`config.mk`:
```
export PLATFORM = sky130hd
export DESIGN_NAME = pwmgen_top
export DESIGN_NICKNAME = d
export VERILOG_FILES = /design/src/rtl/pwmgen_pkg.sv /design/src/rtl/pwmgen_prescaler.sv /design/src/rtl/pwmgen_level_counter.sv /design/src/rtl/pwmgen_top.sv
export SDC_FILE = /design/constraint.sdc
export NUM_CORES = 1
export LEC_CHECK = 0
export BUFFER_PORTS_ARGS = -buffer_cell sky130_fd_sc_hd__buf_2
export CAP_MARGIN = 20
export CELL_PAD_IN_SITES_DETAIL_PLACEMENT = 0
export CELL_PAD_IN_SITES_GLOBAL_PLACEMENT = 1
export CORE_UTILIZATION = 45
export DETAILED_ROUTE_END_ITERATION = 8
export HOLD_SLACK_MARGIN = 0.06
export PLACE_DENSITY_LB_ADDON = 0.2
export SLEW_MARGIN = 25
export SYNTH_ARGS = -nofsm -noshare
export SYNTH_HDL_FRONTEND = slang
export SYNTH_SLANG_ARGS = --single-unit
```
`constraint.sdc`:
```
create_clock -name clk -period 5.35 [get_ports clk]
set_input_delay 0.535 -clock clk [delete_from_list [all_inputs] [get_ports clk]]
set_output_delay 0.535 -clock clk [all_outputs]
set_load 0.01 [all_outputs]
```
`src/rtl/pwmgen_pkg.sv`:
```
package pwmgen_pkg;

    localparam int RES_LO_BITS = 6;
    localparam int RES_HI_BITS = 9;
    localparam int EXP_W       = 3;
    localparam int PDIV_W      = 2;
    localparam int PDIV_MAX    = 6;
    localparam int LVL_W       = RES_HI_BITS;
    localparam int DUTY_W      = RES_HI_BITS + 1;
    localparam int PSC_W       = $clog2(PDIV_MAX << ((1 << EXP_W) - 1)) + 1;

    typedef enum logic {
        RES_LO = 1'b0,
        RES_HI = 1'b1
    } res_e;

    typedef struct packed {
        res_e                res;
        logic [PDIV_W-1:0]   pdiv;
        logic [EXP_W-1:0]    expo;
        logic [DUTY_W-1:0]   duty;
    } pwm_cfg_t;

    function automatic logic [3:0] pdiv_factor(input logic [PDIV_W-1:0] code);
        case (code)
            2'd0:    return 4'd2;
            2'd1:    return 4'd3;
            2'd2:    return 4'd5;
            default: return 4'd6;
        endcase
    endfunction

    function automatic logic [PSC_W-1:0] tick_limit(input pwm_cfg_t c);
        return (PSC_W'(pdiv_factor(c.pdiv)) << c.expo) - PSC_W'(1);
    endfunction

    function automatic logic [LVL_W-1:0] level_last(input res_e r);
        return (r == RES_HI) ? LVL_W'((1 << RES_HI_BITS) - 1)
                             : LVL_W'((1 << RES_LO_BITS) - 1);
    endfunction

endpackage

```
`src/rtl/pwmgen_prescaler.sv`:
```
module pwmgen_prescaler
    import pwmgen_pkg::*;
(
    input  logic             clk,
    input  logic             rst,
    input  logic             clr,
    input  logic             tick,
    input  logic [PSC_W-1:0] limit,
    output logic             step
);

    logic [PSC_W-1:0] cnt_q;

    assign step = tick && !clr && (cnt_q >= limit);

    always_ff @(posedge clk) begin
        if (rst || clr) begin
            cnt_q <= '0;
        end else if (tick) begin
            cnt_q <= step ? '0 : cnt_q + PSC_W'(1);
        end
    end

    assert_psc_range_R1: assert property (@(posedge clk) disable iff (rst)
        cnt_q <= limit);

    assert_psc_hold_R9: assert property (@(posedge clk) disable iff (rst)
        (!tick && !clr) |=> $stable(cnt_q));

endmodule

```
`src/rtl/pwmgen_level_counter.sv`:
```
module pwmgen_level_counter
    import pwmgen_pkg::*;
(
    input  logic             clk,
    input  logic             rst,
    input  logic             clr,
    input  logic             step,
    input  logic [LVL_W-1:0] last,
    output logic [LVL_W-1:0] lvl,
    output logic             wrap
);

    logic [LVL_W-1:0] lvl_q;

    assign lvl  = lvl_q;
    assign wrap = step && (lvl_q == last);

    always_ff @(posedge clk) begin
        if (rst || clr) begin
            lvl_q <= '0;
        end else if (step) begin
            lvl_q <= wrap ? '0 : lvl_q + LVL_W'(1);
        end
    end

    assert_lvl_range_R2: assert property (@(posedge clk) disable iff (rst)
        lvl_q <= last);

endmodule

```
`src/rtl/pwmgen_top.sv`:
```
module pwmgen_top
    import pwmgen_pkg::*;
(
    input  logic              clk,
    input  logic              rst,
    input  logic              en,
    input  logic              tick,
    input  logic              res_sel,
    input  logic [PDIV_W-1:0] pdiv_sel,
    input  logic [EXP_W-1:0]  exp_sel,
    input  logic [DUTY_W-1:0] duty,
    output logic              pwm_out,
    output logic              period_end
);

    pwm_cfg_t         cfg_in;
    pwm_cfg_t         cfg_act;
    logic             run_q;
    logic             pe_q;
    logic             step;
    logic             wrap;
    logic [LVL_W-1:0] lvl;

    always_comb begin
        cfg_in.res  = res_e'(res_sel);
        cfg_in.pdiv = pdiv_sel;
        cfg_in.expo = exp_sel;
        cfg_in.duty = duty;
    end

    // Active settings: follow inputs while idle, otherwise only at a wrap.
    always_ff @(posedge clk) begin
        if (rst || !en || wrap) begin
            cfg_act <= cfg_in;
        end
    end

    always_ff @(posedge clk) begin
        if (rst) begin
            run_q <= 1'b0;
            pe_q  <= 1'b0;
        end else begin
            run_q <= en;
            pe_q  <= wrap;
        end
    end

    pwmgen_prescaler u_psc (
        .clk   (clk),
        .rst   (rst),
        .clr   (!en),
        .tick  (tick),
        .limit (tick_limit(cfg_act)),
        .step  (step)
    );

    pwmgen_level_counter u_lvl (
        .clk  (clk),
        .rst  (rst),
        .clr  (!en),
        .step (step),
        .last (level_last(cfg_act.res)),
        .lvl  (lvl),
        .wrap (wrap)
    );

    assign pwm_out    = run_q && ({1'b0, lvl} < cfg_act.duty);
    assign period_end = pe_q;

    assert_pe_pulse_R8: assert property (@(posedge clk) disable iff (rst)
        period_end |=> !period_end);

    assert_cfg_hold_R6: assert property (@(posedge clk) disable iff (rst)
        (en && !wrap) |=> $stable(cfg_act));

    assert_off_clear_R7: assert property (@(posedge clk) disable iff (rst)
        !en |=> (lvl == '0 && !pwm_out));

    assert_reset_quiet_R10: assert property (@(posedge clk)
        rst |=> (!pwm_out && !period_end));

endmodule

```
Yosys cells after proc, flatten, opt, wreduce, memory -nomap -nowiden. Cells that the tools add are included.

Bits in registers: 38. Bits in latches: 0. RAM bits: 0. Memory bits (read-only): 0. Bits of input ports: 20. Output and inout port bits: 2. Logic and storage cells: 29. Memories kept: 0.

$add $sub $neg: 3. Multipliers: 0. Divide/modulo/power cells: 0. $lt $le $gt $ge: 2. Equal/unequal tests: 3. Shift-type cells: 1. Muxes and demuxes: 4. Bitwise logic cells: 0. Reduce and logical (&&, ||, !) cells: 8.

Operators by type and width (count): $mux 9 (2); $add 11x1->11 const B (1); $ge 11x11->1 (1); $mux 11 (1); $shl 4x3->11 (1); $sub 11x1->11 const B (1); $lt 9x10->1 (1); $add 9x1->9 const B (1); $eq 9x9->1 (1); $pmux 3 s3 (1); $logic_and 1x1->1 (4); $eq 2x1->1 const B (1); $eq 2x2->1 const B (1); $logic_not 2->1 (1); $logic_or 1x1->1 (2); $logic_not 1->1 (1).

Longest topological paths before layout. Gate-level depths: netlist of run 1.

Depth after elaboration: 8. Mapped depth: 17. Gate-level depth less buffers: 15.

By module. A second synthesis of run 1 with hierarchy kept.

Cell total of the unflattened synthesis: 289. Area total of the unflattened synthesis: 2702.6 sq um.

By module, submodules not included: pwmgen_top (instances 1, cells an instance 130, area an instance 1248.7 sq um, seq. area each 520.5 sq um); pwmgen_prescaler (instances 1, cells an instance 100, area an instance 919.6 sq um, seq. area each 220.2 sq um); pwmgen_level_counter (instances 1, cells an instance 59, area an instance 534.3 sq um, seq. area each 180.2 sq um).

Worst setup path before layout of run 1. No wires, ideal clock.

Kind: register to register. From: reg cfg_act[14] (netlist name). To: reg cfg_act[0] (netlist name) (enable). Library setup time: 0.383 ns. Arrival time: 3.813 ns. Setup slack: 1.154 ns. Cell stages (with the launch flop): 14. Cell sequence: edfxtp_1 > ha_1 > clkbuf_1 > clkbuf_1 > or4_1 > ha_1 > o311a_1 > o211ai_1 > xnor2_1 > ha_1 > nand2_1 > nor3_1 > nand3_1 > o211ai_2.

Longest elaborated chain between the ends: 8.

RTL lines: start: declaration (RTL line pwmgen_top.sv:17) `pwm_cfg_t cfg_act;`; start signal: assignment (RTL line pwmgen_top.sv:34) `cfg_act <= cfg_in;`; $eq 2x2->1 (tied with other cells) (RTL line pwmgen_pkg.sv:25) `case (code)`; $pmux 3 s3 (*) (RTL line pwmgen_pkg.sv:25); $shl 4x3->11 (*) (RTL line pwmgen_pkg.sv:34) `return (PSC_W'(pdiv_factor(c.pdiv)) << c.expo) - PSC_W'(1);`; $sub 11x1->11 (*) (RTL line pwmgen_pkg.sv:34); $ge 11x11->1 (*) (RTL line pwmgen_prescaler.sv:14) `assign step = tick && !clr && (cnt_q >= limit);`; $logic_and 1x1->1 (*) (RTL line pwmgen_prescaler.sv:14); $logic_and 1x1->1 (*) (RTL line pwmgen_level_counter.sv:16) `assign wrap = step && (lvl_q == last);`; $logic_or 1x1->1 (*) (RTL line pwmgen_top.sv:33) `if (rst || !en || wrap) begin`.

Every way passes the cells marked *; elsewhere a longest branch is shown, timed or not. A chain may end at the register's enable or synchronous reset.

Worst setup path after layout of run 1.
From: reg cfg_act[14] (netlist name). To: reg cfg_act[9] (netlist name) (enable).

Same word-level chain as after synthesis.

==> run_results.csv, run 1 <==
group,metric,value,unit
global_routing,grt_remaining_overflow,0,
synthesis,synth_top_area_share,18.17,%
clock_network,cts_max_path_buffers,2,
synthesis,synth_area_per_cell,8.474,um^2
clock_network,numCtsBuffers,5,
timing,relSlewSlack,41.94,%
power,power.total,0.7102,mW
min_path,whs_path_depth,1,
synthesis,synth_simple_gate_area_share,23.52,%
synthesis,synth_cells,312,
global_routing,grt_pass1_vias,2192,
routing,wirelength,5752,um
routing,dr.pass1.iters,4,
synthesis,yosysWarnings,0,
synthesis,synth_top_area_cell,"edfxtp_1",
power,p_switching,0.2012,mW
clock_network,clk_pin_slew,0.08,ns
timing,final_hold_viol_count,0,
die,pin_count,22,
place,place.port_buffers,21,
synthesis,synthDistinctLibCells,51,
routing,dr.first_iter.drc_count,117,
place,finalWeightedCongestion,0.8921,
setup_path,rr_worst_depth,13,
synthesis,ys.flop_type,"dfxtp_1",
run_status,status,"completed",
timing,slew_viol_final,0,
global_routing,grt_antenna_before_repair,0,
setup_path,cp.required,5.33,ns
cells_and_area,layout-drive-gt1-share,11.25,%
cells_and_area,stdcell_count,401,
timing,fin_setup_tns,0,ns
synthesis,syn_nets,357,
power,clock_power_share,33.6,%
clock_network,clock_latency,0.29,ns
die,dieWidth,78.65,um
timing,finClkSkew,0.005440,ns
synthesis,yosys.area_share.adder,11.83,%
die,die-area,6186,um^2
timing,grt_setup_unrepaired,"no",
cells_and_area,ff_latch_area,920.9,um^2
die,die_h,78.65,um
routing,drt-wirelength-per-cell,14.34,um
cells_and_area,final.fill_count,553,
synthesis,synth-seq-cells,38,
power,power.leakage,1.146,nW
clock_network,cts-root-buf,"clkbuf_8",
routing,drc,0,
timing,layout_min_cycle_time,4.278,ns
synthesis,seq_area_frac_synth,34.83,%
cells_and_area,multi_input_area,1614,um^2
cells_and_area,final_common_cell,"nand2_1",
job,cap_violations,0,
clock_network,cts_resized,0,
routing,route.vias.total,2321,
timing,period_share,79.96,%
power,pwr-share-comb,19.9,%
routing,ant_nets,0,
power,swShare,28.33,%
power,seq_power_share,46.5,%
setup_path,critical_path_class,"register to register",
die,core_area,5574,um^2
global_routing,grt_pass1_wl,10090,um
setup_path,cp.arrival,4.25,ns
global_routing,grt_max_degree,23,
clock_network,postCtsSetupRepairBufs,0,
synthesis,synthArstFlopShare,0,%
die,initial_core_util,47.43,%
cells_and_area,syn2layout_area_growth,9.844,%
synthesis,synth_top_family_by_area,"simple AND/OR/NAND/NOR gates",
power,p_per_area,244.6,nW/um^2
min_path,hp-class,"input port to register",
timing,worst_pin_slew,0.8643,ns
clock_network,tritoncts,"built",
place,hpwl,4262,um
clock_network,htreeDepth,2,
synthesis,synthXorXnorAreaFrac,3.975,%
die,rows,27,
global_routing,grt_usage,20.72,%
clock_network,postCtsHoldBufs,0,
synthesis,synth_compound_area_share,18.65,%
routing,vias_per_cell,5.788,
power,internal_power,0.5090,mW
cells_and_area,n_antenna_cell,0,
timing,setup_viol,0,
synthesis,synthMuxAreaShare,3.076,%
setup_path,start_kind,"register",
cells_and_area,nets,373,
place,dp.cells,393,
synthesis,synth_enable_flop_cells,16,
timing,max_freq,233.8,MHz
cells_and_area,mostFrequentLayoutCells,"nand2_1, nor2_1, ha_1",
power,peakVddDrop,0.1257,mV
synthesis,synth_area_leaders,"edfxtp_1, dfxtp_1, ha_1",
setup_path,end_kind,"register",
timing,timing.hold.ws,0.4098,ns
clock_network,cts_sinks,38,
setup_path,path_max_fanout,22,
cells_and_area,final_util,52.10,%
synthesis,syn_area,2644,um^2
==> critical path, stage by stage, from the launching register on <==
cell	delay, ns
edfxtp_1	0.42
ha_1	0.60
nand2_1	0.17
nand3_1	0.13
ha_1	0.27
o311a_1	0.23
o211ai_1	0.14
o21bai_1	0.22
ha_1	0.33
nand2_1	0.08
nor3_1	0.70
nand3_1	0.18
o211ai_2	0.17
buf_4	0.31
==> cell type report <==
cell class	count	area share, %
clock buffer	6	2.499
clock inverter	2	1.163
inverter	14	1.810
multi-input combinational	246	55.58
sequential	38	31.71
tap	72	3.102
timing repair buffer	23	4.136
==> worst paths after layout <==
path           startpoint      endpoint  slack (ns)
max           cfg_act[14]    cfg_act[9]        1.07
min               duty[4]    cfg_act[4]        0.41
max reg2reg   cfg_act[14]    cfg_act[9]        1.07
min reg2reg  u_lvl.lvl[8]  u_lvl.lvl[8]        0.51
==> routing by layer <==
layer	GRT usage, %	wire length (um)	vias to the layer above
li1	-	-	1175
met1	25.83	2671	1089
met2	35.04	2776	42
met3	3.372	153	15
met4	8.889	151	0
met5	0	0	-
==> sequential cells by signal, indices dropped and copies added, names as in the netlist <==
| signal | cells |
|---|---|
| u_psc.cnt_q | 11 |
| period_end | 1 |
| u_lvl.lvl | 9 |
| run_q | 1 |
| cfg_act | 16 |
==> power groups by stage <==
stage | clock network [mW] | logic [mW] | registers, mW
4_1_cts | 0.245 | 0.141 | 0.330
6_report | 0.239 | 0.141 | 0.330
2_1_floorplan | 0 | 0.116 | 0.325
5_1_grt | 0.261 | 0.160 | 0.333
3_5_place_dp | 0 | 0.140 | 0.337
3_3_place_gp | 0 | 0.140 | 0.336
==> cell usage after synthesis, drive strengths merged (2+ instances only) <==
cell type,instances
or2,4
ha,25
nor2,30
o21a,2
a32oi,2
edfxtp,16
nand3b,2
o211ai,7
nand2b,8
a2bb2oi,2
dfxtp,22
a211oi,2
a21oi,19
buf,6
o21bai,2
a31oi,5
nand3,11
xor2,8
nor3,7
nand2,36
or4,2
o22ai,2
mux2i,7
and3,6
o221ai,2
clkbuf,8
a2111oi,3
xnor2,4
nor2b,4
nand4,7
o21ai,18
or3,4
inv,13
==> logic make-up after synthesis <==
| logic type | Yosys count |
|---|---|
| xor gates and xnor gates | 12 |
| DFF | 38 |
| AOI/OAI and AO/OA | 74 |
| and+or+nand+nor | 127 |
| adders and majority gates | 25 |
| muxes | 8 |
| buffers and inverters | 28 |
==> through the flow <==
| step | area (um^2) | worst slack, ns |
|---|---|---|
| after global placement | 2798 | 1.113 |
| after global routing | 2904 | 0.6399 |
| after detailed placement | 2798 | 1.054 |
| final | 2904 | 1.072 |
| after CTS | 2904 | 1.048 |
| after floorplan | 2644 | 1.154 |
Power figures use the tool's default switching activity.
==> inputs of run 2 (changes only) <==
- clock period: 5.35 -> 4.2 ns (I/O delays scaled with it)
==> run 2 against run 1 <==
Compared with the run above:
- final cell count is 1.5% higher
- hold slack worse by 0.10 ns
- first-iteration DRC count is 25% lower
- largest power group unchanged
- highest routed layer unchanged
==> run_results.csv, run 2 (synthesis results as in run 1) <==
group,metric,value,unit
timing,fin_ws,0.4012,ns
die,die_h,78.65,um
cells_and_area,postLayoutCellArea,2924,um^2
timing,period_share,90.45,%
min_path,whs_path_depth,1,
cells_and_area,syn2layout_area_growth,10.60,%
power,power.total,0.8417,mW
cells_and_area,final.fill_count,570,
job,cap_violations,0,
timing,relSlewSlack,63.64,%
die,core_area,5574,um^2
timing,final_hold_viol_count,0,
setup_path,critical_path_class,"register to register",
timing,layout_min_cycle_time,3.799,ns
cells_and_area,multi_input_area,1614,um^2
die,initial_core_util,47.43,%
cells_and_area,nets,379,
timing,timing.hold.ws,0.3090,ns
cells_and_area,regMostFlops,"cfg_act",
routing,vias_per_cell,5.666,
clock_network,clock_latency,0.28,ns
routing,dr.first_iter.drc_count,88,
timing,slew_viol_final,0,
global_routing,grt_pass1_wl,9508,um
cells_and_area,final_common_cell,"nand2_1",
timing,max_freq,263.2,MHz
timing,worst_pin_slew,0.5316,ns
cells_and_area,layout-drive-gt1-share,12.84,%
die,die-area,6186,um^2
global_routing,grt_max_degree,23,
setup_path,path_max_fanout,16,
timing,finClkSkew,0.007853,ns
place,place.port_buffers,21,
clock_network,postCtsSetupRepairBufs,0,
routing,drt-wirelength-per-cell,13.78,um
routing,wirelength,5608,um
clock_network,cts_max_path_buffers,2,
routing,ant_nets,0,
die,dieWidth,78.65,um
setup_path,end_kind,"register",
global_routing,grt_remaining_overflow,0,
power,power.leakage,1.166,nW
min_path,hp-start,"duty[4]",
place,hpwl,4199,um
clock_network,clk_pin_slew,0.08,ns
clock_network,cts_sinks,38,
global_routing,grt_usage,19.38,%
routing,drc,0,
setup_path,cp.arrival,4.02,ns
power,internal_power,0.5927,mW
cells_and_area,stdcell_count,407,
power,pwr-share-comb,23.4,%
power,swShare,29.58,%
die,rows,27,
clock_network,cts_resized,0,
min_path,hp-class,"input port to register",
clock_network,htreeDepth,2,
setup_path,rr_worst_depth,14,
cells_and_area,final_util,52.46,%
clock_network,numCtsBuffers,5,
global_routing,grt_pass1_vias,2168,
place,post-place-ws,0.4270,ns
setup_path,start_kind,"register",
power,p_per_area,287.9,nW/um^2
power,clock_power_share,28.1,%
die,pin_count,22,
timing,grt_setup_unrepaired,"no",
global_routing,grt_antenna_before_repair,0,
power,p_switching,0.2490,mW
cells_and_area,ff_latch_area,920.9,um^2
cells_and_area,mostFrequentLayoutCells,"nand2_1, nor2_1, ha_1",
setup_path,rr_startpoint,"cfg_act[14]",
place,placed_area,2843,um^2
cells_and_area,largest_register_ffs,16,
run_status,status,"completed",
place,finalWeightedCongestion,0.7852,
setup_path,crit_start,"cfg_act[14]",
setup_path,reg2reg_setup_slack,0.40,ns
routing,dr.pass1.iters,4,
cells_and_area,n_antenna_cell,0,
power,seq_power_share,48.5,%
min_path,hold_end,"cfg_act[4]",
clock_network,tritoncts,"built",
setup_path,reg2reg_to,"u_lvl.lvl[7]",
clock_network,postCtsHoldBufs,0,
timing,setup_viol,0,
routing,route.vias.total,2306,
clock_network,cts-root-buf,"clkbuf_8",
power,peakVddDrop,0.1746,mV
setup_path,cp.required,4.42,ns
place,dp.cells,399,
timing,fin_setup_tns,0,ns
-- run 2: layout make-up --
cell class	instances	share of cell area, %
inverter	14	1.797
timing repair buffer	29	5.648
multi-input combinational	246	55.20
clock buffer	6	2.482
clock inverter	2	0.2995
sequential	38	31.49
tap	72	3.081
-- run 2: worst max-delay path by stage --
stage                               to  slack [ns]
after global placement    u_lvl.lvl[7]        0.43
final                     u_lvl.lvl[7]        0.40
after CTS                 u_lvl.lvl[7]        0.41
after global routing        period_end        0.16
after detailed placement  u_lvl.lvl[7]        0.43
after floorplan             cfg_act[0]       0.004
-- run 2: worst max-delay path, stage by stage (launching register included) --
cell and delay (ns):
edfxtp_1 0.42, ha_1 0.31, buf_4 0.20, nand2_1 0.11, nand3_1 0.10, ha_1 0.27
o311a_1 0.23, o211ai_1 0.15, o21bai_1 0.21, ha_1 0.32, nand2_1 0.07, or3_1 0.53
or4_1 0.55, a2bb2oi_1 0.14, a21oi_1 0.13
-- run 2: routing by layer --
| metal | wire [um] | up-vias | global-route usage, % |
|---|---|---|---|
| met1 | 2593 | 1079 | 22.66 |
| met4 | 68 | 0 | 6.667 |
| met3 | 125 | 6 | 3.372 |
| met2 | 2820 | 37 | 35.22 |
| li1 | - | 1184 | - |
| met5 | 0 | - | 0 |
-- run 2: power by group through the flow --
| stage | Sequential, mW | Combinational (mW) | Clock [mW] |
|---|---|---|---|
| after floorplan | 0.415 | 0.148 | 0 |
| after global placement | 0.417 | 0.197 | 0 |
| after detailed placement | 0.417 | 0.196 | 0 |
| after CTS | 0.408 | 0.197 | 0.247 |
| after global routing | 0.411 | 0.223 | 0.261 |
| final | 0.408 | 0.197 | 0.237 |
==> inputs of run 3 (changes only) <==
- CORE_ASPECT_RATIO: default -> 0.5
==> run 3 against run 2 <==
Compared with the run above:
- clock skew down 0.00091 ns
- sequential power about the same
- global-route usage increased by 0.44 points
- final area increased by 2.7%
- non-clock buffer count up 1
- total power up 14%
- hold slack better by 0.0070 ns
- first-iteration DRC count up 89%
- clock power is 48% higher
- flip-flop and latch count unchanged
- combinational power increased by 2%
- core utilization up 1.5 points
- critical endpoint unchanged
- largest cell class unchanged
==> run_results.csv, run 3 (synthesis results as in run 1) <==
group,metric,value,unit
timing,worst_pin_slew,0.7416,ns
clock_network,cts_max_path_buffers,2,
timing,final_hold_viol_count,0,
cells_and_area,layout-drive-gt1-share,13.10,%
routing,route.vias.total,2295,
routing,dr.first_iter.drc_count,166,
clock_network,htreeDepth,2,
setup_path,critical_path_class,"register to register",
cells_and_area,n_antenna_cell,0,
cells_and_area,regMostFlops,"cfg_act",
cells_and_area,final.fill_count,497,
power,power.leakage,1.202,nW
die,rows,19,
setup_path,cp.required,4.41,ns
clock_network,postCtsHoldBufs,0,
timing,fin_setup_tns,0,ns
global_routing,grt_pass1_wl,9963,um
clock_network,numCtsBuffers,5,
cells_and_area,ff_latch_area,920.9,um^2
global_routing,grt_antenna_before_repair,0,
place,dp.cells,401,
timing,relSlewSlack,49.28,%
routing,drt-wirelength-per-cell,13.90,um
clock_network,clk_pin_slew,0.06,ns
clock_network,cts-root-buf,"clkbuf_16",
die,dieWidth,110.4,um
routing,vias_per_cell,5.611,
timing,max_freq,267.3,MHz
timing,grt_setup_unrepaired,"no",
routing,dr.pass1.iters,4,
routing,drc,0,
place,place.port_buffers,21,
cells_and_area,nets,380,
setup_path,cp.arrival,3.95,ns
clock_network,tritoncts,"built",
place,hpwl,4195,um
setup_path,end_kind,"register",
place,finalWeightedCongestion,0.8510,
timing,finClkSkew,0.006941,ns
power,peakVddDrop,0.2121,mV
timing,slew_viol_final,0,
die,die-area,6204,um^2
clock_network,postCtsSetupRepairBufs,0,
global_routing,grt_pass1_vias,2199,
die,pin_count,22,
routing,ant_nets,0,
timing,setup_viol,0,
cells_and_area,largest_register_ffs,16,
routing,wirelength,5686,um
timing,period_share,89.07,%
min_path,hp-class,"input port to register",
global_routing,grt_usage,19.82,%
clock_network,cts_sinks,38,
timing,layout_min_cycle_time,3.741,ns
cells_and_area,final_common_cell,"nand2_1",
cells_and_area,syn2layout_area_growth,13.54,%
global_routing,grt_max_degree,22,
run_status,status,"completed",
die,die_h,56.20,um
clock_network,cts_resized,0,
cells_and_area,mostFrequentLayoutCells,"nand2_1, nor2_1, ha_1",
die,core_area,5563,um^2
cells_and_area,multi_input_area,1614,um^2
global_routing,grt_remaining_overflow,0,
clock_network,clock_latency,0.28,ns
cells_and_area,stdcell_count,409,
setup_path,start_kind,"register",
job,cap_violations,0,
die,initial_core_util,47.53,%
setup_path,path_max_fanout,16,
power,p_per_area,320.4,nW/um^2
-- run 3: cell count changes in the layout (fill, tap and decap cells not counted) --
cell       change
clkbuf_8       -5
buf_12         +1
clkbuf_16      +5
-- run 3: area by class of cell --
class / instances / share of cell area (%)
multi-input cells: 246 / 53.77
flip-flops and latches: 38 / 30.68
repair buffers: 30 / 6.169
clock buffers: 6 / 4.293
well taps: 73 / 3.043
inverters: 14 / 1.751
clock inverters: 2 / 0.2918
-- run 3: layer usage --
metal | vias up | routed length, um | track usage, %
met5 | - | 0 | 0
met4 | 0 | 44 | 5.143
met3 | 8 | 270 | 3.704
met2 | 51 | 2670 | 33.90
met1 | 1049 | 2701 | 25.95
li1 | 1187 | - | -
-- run 3: critical path, cell delays in order, from the launching register on --
cell	delay [ns]
edfxtp_1	0.41
ha_1	0.31
buf_4	0.20
nand2_1	0.11
nand3_1	0.10
ha_1	0.26
o311a_1	0.23
o211ai_1	0.13
o21bai_1	0.20
ha_1	0.32
nand2_1	0.08
or3_1	0.50
or4_1	0.55
a2bb2oi_1	0.14
a21oi_1	0.13
-- run 3: stage by stage --
stage / power, mW / util, % / cell area, um^2 / worst slack [ns] / hold slack [ns]
after floorplan: 0.5621 / - / 2644 / 0.003978 / 0.4682
after global placement: 0.6134 / 51.48 / 2864 / 0.5497 / 0.4911
after detailed placement: 0.6164 / 51.48 / 2864 / 0.4676 / 0.5012
after CTS: 0.9677 / 53.96 / 3002 / 0.4483 / 0.3137
after global routing: 1.018 / 53.96 / 3002 / 0.1555 / 0.3062
final: 0.9618 / 53.96 / 3002 / 0.4589 / 0.3159
-- run 3: worst paths after layout --
kind	endpoint	cells past startpoint	slack, ns	from
max	u_lvl.lvl[7]	14	0.46	cfg_act[14]
min	cfg_act[7]	1	0.32	duty[7]
max reg2reg	u_lvl.lvl[7]	14	0.46	cfg_act[14]
min reg2reg	u_lvl.lvl[8]	2	0.50	u_lvl.lvl[8]
-- run 3: report_power, final --
group          total [mW]  internal (mW)  switching, mW
sequential          0.410          0.402        0.00776
combinational       0.201         0.0795          0.121
clock               0.351          0.217          0.135
total               0.962          0.698          0.264
